### config.mk
export PLATFORM = sky130hd
export DESIGN_NAME = nzcv_thunk_eval
export DESIGN_NICKNAME = d
export VERILOG_FILES = /design/src/rtl/flag_thunk_pkg.sv /design/src/rtl/thunk_addsub.sv /design/src/rtl/thunk_select.sv /design/src/rtl/nzcv_thunk_eval.sv
export SDC_FILE = /design/constraint.sdc
export NUM_CORES = 1
export LEC_CHECK = 0
export ABC_CLOCK_PERIOD_IN_PS = 7850
export BUFFER_PORTS_ARGS = -buffer_cell sky130_fd_sc_hd__buf_2
export CAP_MARGIN = 0
export CORE_MARGIN = 2
export CORE_UTILIZATION = 54
export CTS_BUF_LIST = sky130_fd_sc_hd__clkbuf_4 sky130_fd_sc_hd__clkbuf_8
export DETAILED_ROUTE_END_ITERATION = 10
export PLACE_DENSITY = 0.88
export SLEW_MARGIN = 20
export SYNTH_ARGS = -nofsm -noshare
export SYNTH_HDL_FRONTEND = slang
export SYNTH_SLANG_ARGS = --single-unit
### constraint.sdc
create_clock -name clk -period 7.85 [get_ports clk]
set_input_delay 0.785 -clock clk [delete_from_list [all_inputs] [get_ports clk]]
set_output_delay 0.785 -clock clk [all_outputs]
set_load 0.01 [all_outputs]
### src/rtl/flag_thunk_pkg.sv
package flag_thunk_pkg;
  localparam int OP_W = 4;
  localparam int FLAG_N = 4;

  typedef enum logic [OP_W-1:0] {
    TH_COPY  = 4'd0,
    TH_ADD   = 4'd1,
    TH_SUB   = 4'd2,
    TH_ADC   = 4'd3,
    TH_SBB   = 4'd4,
    TH_LOGIC = 4'd5,
    TH_MUL   = 4'd6,
    TH_MULL  = 4'd7
  } thunk_op_e;

  function automatic logic op_is_arith(input logic [OP_W-1:0] op);
    return (op == TH_ADD) || (op == TH_SUB) || (op == TH_ADC) || (op == TH_SBB);
  endfunction

  function automatic logic op_is_sub(input logic [OP_W-1:0] op);
    return (op == TH_SUB) || (op == TH_SBB);
  endfunction
endpackage

### src/rtl/thunk_addsub.sv
module thunk_addsub
  import flag_thunk_pkg::*;
#(
  parameter int W = 32
) (
  input  logic [OP_W-1:0] op,
  input  logic [W-1:0]    lhs,
  input  logic [W-1:0]    rhs,
  input  logic            old_c,
  output logic [W-1:0]    sum,
  output logic            carry,
  output logic            ovf
);
  localparam int MSB = W - 1;

  function automatic logic carry_in(input logic [OP_W-1:0] o, input logic c);
    case (o)
      TH_ADD:         return 1'b0;
      TH_SUB:         return 1'b1;
      TH_ADC, TH_SBB: return c;
      default:        return 1'b0;
    endcase
  endfunction

  logic [W-1:0] rhs_eff;
  logic [W:0]   wide;

  always_comb begin
    rhs_eff = op_is_sub(op) ? ~rhs : rhs;
    wide    = {1'b0, lhs} + {1'b0, rhs_eff} + {{W{1'b0}}, carry_in(op, old_c)};
    sum     = wide[W-1:0];
    carry   = wide[W];
    ovf     = (lhs[MSB] == rhs_eff[MSB]) && (sum[MSB] != lhs[MSB]);
  end
endmodule

### src/rtl/thunk_select.sv
module thunk_select
  import flag_thunk_pkg::*;
#(
  parameter int W = 32
) (
  input  logic [OP_W-1:0]   op,
  input  logic [W-1:0]      dep_a,
  input  logic [W-1:0]      dep_b,
  input  logic [1:0]        aux,
  input  logic [W-1:0]      as_sum,
  input  logic              as_carry,
  input  logic              as_ovf,
  output logic [FLAG_N-1:0] nzcv
);
  localparam int MSB = W - 1;

  always_comb begin
    case (op)
      TH_COPY:                        nzcv = dep_a[MSB -: FLAG_N];
      TH_ADD, TH_SUB, TH_ADC, TH_SBB: nzcv = {as_sum[MSB], as_sum == '0, as_carry, as_ovf};
      TH_LOGIC:                       nzcv = {dep_a[MSB], dep_a == '0, dep_b[0], aux[0]};
      TH_MUL:                         nzcv = {dep_a[MSB], dep_a == '0, aux[1], aux[0]};
      TH_MULL:                        nzcv = {dep_b[MSB], (dep_a | dep_b) == '0, aux[1], aux[0]};
      default:                        nzcv = '0;
    endcase
  end
endmodule

### src/rtl/nzcv_thunk_eval.sv
module nzcv_thunk_eval
  import flag_thunk_pkg::*;
#(
  parameter int W = 32
) (
  input  logic            clk,
  input  logic            rst_n,
  input  logic [3:0]      op_code,
  input  logic [W-1:0]    dep_a,
  input  logic [W-1:0]    dep_b,
  input  logic [W-1:0]    dep_c,
  output logic [W-1:0]    flags_out
);
  localparam int LOW_W = W - FLAG_N;
  localparam int BIT_N = W - 1;
  localparam int BIT_Z = W - 2;
  localparam int BIT_C = W - 3;
  localparam int BIT_V = W - 4;

  logic [W-1:0]      as_sum;
  logic              as_carry;
  logic              as_ovf;
  logic [FLAG_N-1:0] nzcv;
  logic              op_legal;
  logic              unused_dep_c_hi;

  assign op_legal        = (op_code < 4'd8);
  assign unused_dep_c_hi = ^dep_c[W-1:2];

  thunk_addsub #(.W(W)) u_addsub (
    .op(op_code), .lhs(dep_a), .rhs(dep_b), .old_c(dep_c[0]),
    .sum(as_sum), .carry(as_carry), .ovf(as_ovf)
  );

  thunk_select #(.W(W)) u_select (
    .op(op_code), .dep_a(dep_a), .dep_b(dep_b), .aux(dep_c[1:0]),
    .as_sum(as_sum), .as_carry(as_carry), .as_ovf(as_ovf), .nzcv(nzcv)
  );

  always_ff @(posedge clk) begin
    if (!rst_n) flags_out <= '0;
    else        flags_out <= {nzcv, {LOW_W{1'b0}}};
  end

  // codes outside the defined set clear the word
  p_bad_op_r10: assert property (@(posedge clk) disable iff (!rst_n)
    !op_legal |=> flags_out == '0);

  // copy mode passes the top nibble of the first word
  p_copy_r3: assert property (@(posedge clk) disable iff (!rst_n)
    op_code == TH_COPY |=> flags_out[BIT_N -: FLAG_N] == $past(dep_a[W-1 -: FLAG_N]));

  // subtract carry means no borrow
  p_sub_carry_r5: assert property (@(posedge clk) disable iff (!rst_n)
    op_code == TH_SUB |=> flags_out[BIT_C] == $past(dep_a >= dep_b));

  // logical mode takes C and V from the packed bits
  p_logic_cv_r7: assert property (@(posedge clk) disable iff (!rst_n)
    op_code == TH_LOGIC |=> flags_out[BIT_C] == $past(dep_b[0]) && flags_out[BIT_V] == $past(dep_c[0]));

  // single multiply preserves old C and V
  p_mul_cv_r8: assert property (@(posedge clk) disable iff (!rst_n)
    op_code == TH_MUL |=> flags_out[BIT_C] == $past(dep_c[1]) && flags_out[BIT_V] == $past(dep_c[0]));

  // a double product is zero only when both halves are zero
  p_mull_zero_r9: assert property (@(posedge clk) disable iff (!rst_n)
    op_code == TH_MULL |=> flags_out[BIT_Z] == $past(dep_a == '0 && dep_b == '0));

  // an add can overflow only with equal operand signs
  p_add_ovf_r4: assert property (@(posedge clk) disable iff (!rst_n)
    (op_code == TH_ADD && dep_a[W-1] != dep_b[W-1]) |=> !flags_out[BIT_V]);

  // bits below the flags stay clear
  p_low_clear_r2: assert property (@(posedge clk) disable iff (!rst_n)
    $past(rst_n) |-> flags_out[LOW_W-1:0] == '0);
endmodule

==> results.md <==
- Status: finished clean
- Pwr Density: 113 nW/um^2
- Count of input and output buffers: 75
- Slew Viols, Final: 0
- Standard cell with the maximum stage delay on the critical path: sky130_fd_sc_hd__or4_1
- Final-stage net count: 622
- Diode count: 0
- Crit-path cells: buf_2 -> nor2b_1 -> o21ai_4 -> buf_4 -> xnor2_1 -> inv_1 -> fa_1 -> nand2b_1 -> a211oi_4 -> mux2i_1 -> or4b_1 -> or4_1 -> a2111oi_2 -> nand4_1 -> a2111oi_2 -> a41o_1
- Highest Clock Rate: 197 MHz
- Root buffer selected by CTS: sky130_fd_sc_hd__clkbuf_8
- Ys Warns: 0
- Crit-path max FO: 31
- Via density: 6.40
- Count of flip-flops with a built-in enable after synthesis: 0
- Die width: 78.3 um
- Sequential area share after synthesis: 2.68%
- Least-Margin Pin Slew: 0.579 ns
- Starting Density: 55.2%
- Drt wl/cell: 16.3 um
- Number of cell rows: 27
- Number of gates given a new drive strength after cts: 0
- Endpoint class of the critical path: flop
- Area inside the core boundary: 5410 um^2
- Largest regs: flags_out x4
- First-pass DRT Iterations: 6
- Final critical-path required period: 5.07 ns
- Synth Flop Type: sky130_fd_sc_hd__dfxtp_1
- Async set or reset register ratio after synthesis: 0%
- Overflow left after global routing: 0
- Vertical extent of the die: 78.3 um
- Endpoint required time on the critical path: 8.00 ns
- Max capacitance violation total: 0
- Area of all placed cells without fillers: 3330 um^2
- Fin crit share: 64.6%
- Cell area after placement: 3290 um^2
- Layout cells sized above 1: 18.4%
- Clock transition time at the flip-flop clock pins of the worst setup and hold paths: 0.03 ns
- Hold-fix buffers, CTS: 0
- Wire length of the first global-routing pass: 14.6 mm
- Routed Antenna Nets: 0
- Max rail drop VDD: 0.123 mV
- Post-synthesis instance area: 2980 um^2
- Max reg flops: 4
- Layout overhead on the synthesized area: 11.5%
- Cell types with the largest area share after synthesis: sky130_fd_sc_hd__ha_1, sky130_fd_sc_hd__xnor2_1, sky130_fd_sc_hd__buf_4
- Post-CTS Setup Bufs: 0
- CTS max path bufs: 2
- Placed wire-length estimate: 7.54 mm
- Cells after synthesis: 426
- Sum of negative setup slack: 0 ns
- Library cells used by synthesis: 66
- TritonCTS clock tree: built
- Aggregate routed wire length: 9.10 mm
- H-tree level count: 1
- Critical path class: primary input to flop
- Number of buffers inserted during clock tree synthesis: 3
- Post-Synthesis Mean Instance Area: 7.00 um^2
- Routability Congestion: 0.957
- Vias in the first global route: 3,161
- RSZ-0062 raised after global routing: no
- Arrival time reported for the critical path endpoint: 5.23 ns
- Global routing usage summed across all routing layers: 28.7%
- Total vias in the final route: 3,564
- Number of clock sinks seen by CTS: 4
- Full die area: 6130 um^2
- Slowest cell delay on critical path: 0.55 ns
- Number of placed I/O pins: 134
- Final number of setup-violating endpoints: 0
- CP dominant cell by count: sky130_fd_sc_hd__a2111oi_2
- Initial antenna violation count: 0
- Count of routing violations after the opening detailed-route iteration: 338
- Fraction of synthesized cell area taken by the top area cell type: 13.0%
- Normalized max-slew margin: 60.4%
- Register name with the most flops: flags_out
- Maximum number of pins on one net before global-route repair: 32
- Flip-flop and latch count after synthesis: 4
- Hold Path Class: primary input to flop
- Cell type contributing the most total cell area after synthesis: sky130_fd_sc_hd__ha_1
- Lkg Pwr: 1.48 nW
- Critical path startpoint category: primary input
- Number of hold-slack violations in the final timing report: 0
- Drc violations: 0
## area by class of cell
type                            instances  area [um^2]
Multi-Input combinational cell        389         2680
Fill cell                             499         2080
Timing Repair Buffer                   76          383
Tap cell                               72         90.1
Sequential cell                         4         80.1
Inverter                               13         48.8
Clock buffer                            3         41.3
## critical path, delay by kind of cell
kind	cells	cell delay [ns]
adders and majority gates	1	0.43
buffers and inverters	3	0.69
xor gates and xnor gates	1	0.20
AOI/OAI and AO/OA	5	1.36
muxes	1	0.11
and+or+nand+nor	5	1.63
## per-layer routing
layer	global-route usage, %	vias up	part of all wire, %
met4	8.95	0	3.6
li1	-	1673	-
met2	52.5	243	48
met1	35.1	1611	40
met5	0	-	0
met3	2.76	37	8.9
## cell usage after synthesis, types with 4 or more instances
master                     count
sky130_fd_sc_hd__a211oi_1      6
sky130_fd_sc_hd__a21o_1        9
sky130_fd_sc_hd__a21oi_1      38
sky130_fd_sc_hd__and3_1        6
sky130_fd_sc_hd__buf_4        28
sky130_fd_sc_hd__clkbuf_1     18
sky130_fd_sc_hd__dfxtp_1       4
sky130_fd_sc_hd__ha_1         31
sky130_fd_sc_hd__inv_1        13
sky130_fd_sc_hd__mux2i_1       7
sky130_fd_sc_hd__nand2_1      32
sky130_fd_sc_hd__nand2b_1      9
sky130_fd_sc_hd__nand3_1      10
sky130_fd_sc_hd__nand3b_1      4
sky130_fd_sc_hd__nand4_1       8
sky130_fd_sc_hd__nor2_1       26
sky130_fd_sc_hd__nor2b_1       6
sky130_fd_sc_hd__nor3_1        7
sky130_fd_sc_hd__nor4_1       16
sky130_fd_sc_hd__o211ai_1      6
sky130_fd_sc_hd__o21a_1        9
sky130_fd_sc_hd__o21ai_0      19
sky130_fd_sc_hd__o22ai_1       4
sky130_fd_sc_hd__xnor2_1      39
sky130_fd_sc_hd__xor2_1        5
## final timing paths
check / from / cells past startpoint / end
setup / recovery: op_code[1] / 16 / flags_out[30]$_SDFF_PN0_
hold / removal: dep_c[1] / 3 / flags_out[29]$_SDFF_PN0_
## power breakdown
part           switching, W  leakage (nW)  internal [W]
Clock             0.0000118        0.0216     0.0000328
Sequential      0.000000343        0.0327     0.0000216
Combinational      0.000184          1.42      0.000126
## stage by stage
stage | instances | hold slack [ns] | utilization [%] | setup WS (ns) | total power (W)
after global placement | 554 | 1.13 | 60.8 | 2.67 | 0.000311
after global routing | 557 | 0.925 | 61.6 | 2.45 | 0.000406
after floorplan | 453 | 0.969 | - | 2.61 | 0.000254
after CTS | 557 | 0.875 | 61.6 | 2.79 | 0.000367
final | 557 | 0.876 | 61.6 | 2.78 | 0.000377
after detailed placement | 554 | 1.10 | 60.8 | 2.56 | 0.000321
## logic make-up after synthesis
group           share of synthesized area, %
simple gates                            25.9
compound gates                          30.5
buf+inv                                 11.1
xor+xnor                                12.9
fa+ha+maj                               14.3
mux                                     2.35
flops                                   2.68
other cells                            0.126
## layout by cell type, fill, tap and decap left out, types with 3 or more instances in the layout
cell                         n
sky130_fd_sc_hd__a21oi_1    38
sky130_fd_sc_hd__nand3_1    10
sky130_fd_sc_hd__o21a_1      9
sky130_fd_sc_hd__dfxtp_1     4
sky130_fd_sc_hd__nand2b_1    9
sky130_fd_sc_hd__nand4_1     8
sky130_fd_sc_hd__nand3b_1    4
sky130_fd_sc_hd__nand2_1    32
sky130_fd_sc_hd__inv_1      13
sky130_fd_sc_hd__or4_1       3
sky130_fd_sc_hd__nor2_1     26
sky130_fd_sc_hd__nor4_1     16
sky130_fd_sc_hd__o22ai_1     4
sky130_fd_sc_hd__clkbuf_8    3
sky130_fd_sc_hd__xor2_1      5
sky130_fd_sc_hd__buf_2      75
sky130_fd_sc_hd__ha_1       31
sky130_fd_sc_hd__and3_1      6
sky130_fd_sc_hd__a2111oi_0   3
sky130_fd_sc_hd__xnor2_1    39
sky130_fd_sc_hd__mux2i_1     7
sky130_fd_sc_hd__conb_1     28
sky130_fd_sc_hd__o21ai_0    19
sky130_fd_sc_hd__o211ai_1    6
sky130_fd_sc_hd__o2111ai_1   3
sky130_fd_sc_hd__nor3_1      7
sky130_fd_sc_hd__and4_1      3
sky130_fd_sc_hd__a21boi_0    3
sky130_fd_sc_hd__nor2b_1     6
sky130_fd_sc_hd__a31oi_1     3
sky130_fd_sc_hd__a21o_1      9
sky130_fd_sc_hd__a211oi_1    6
No activity file was read; power rests on OpenSTA's default activity.
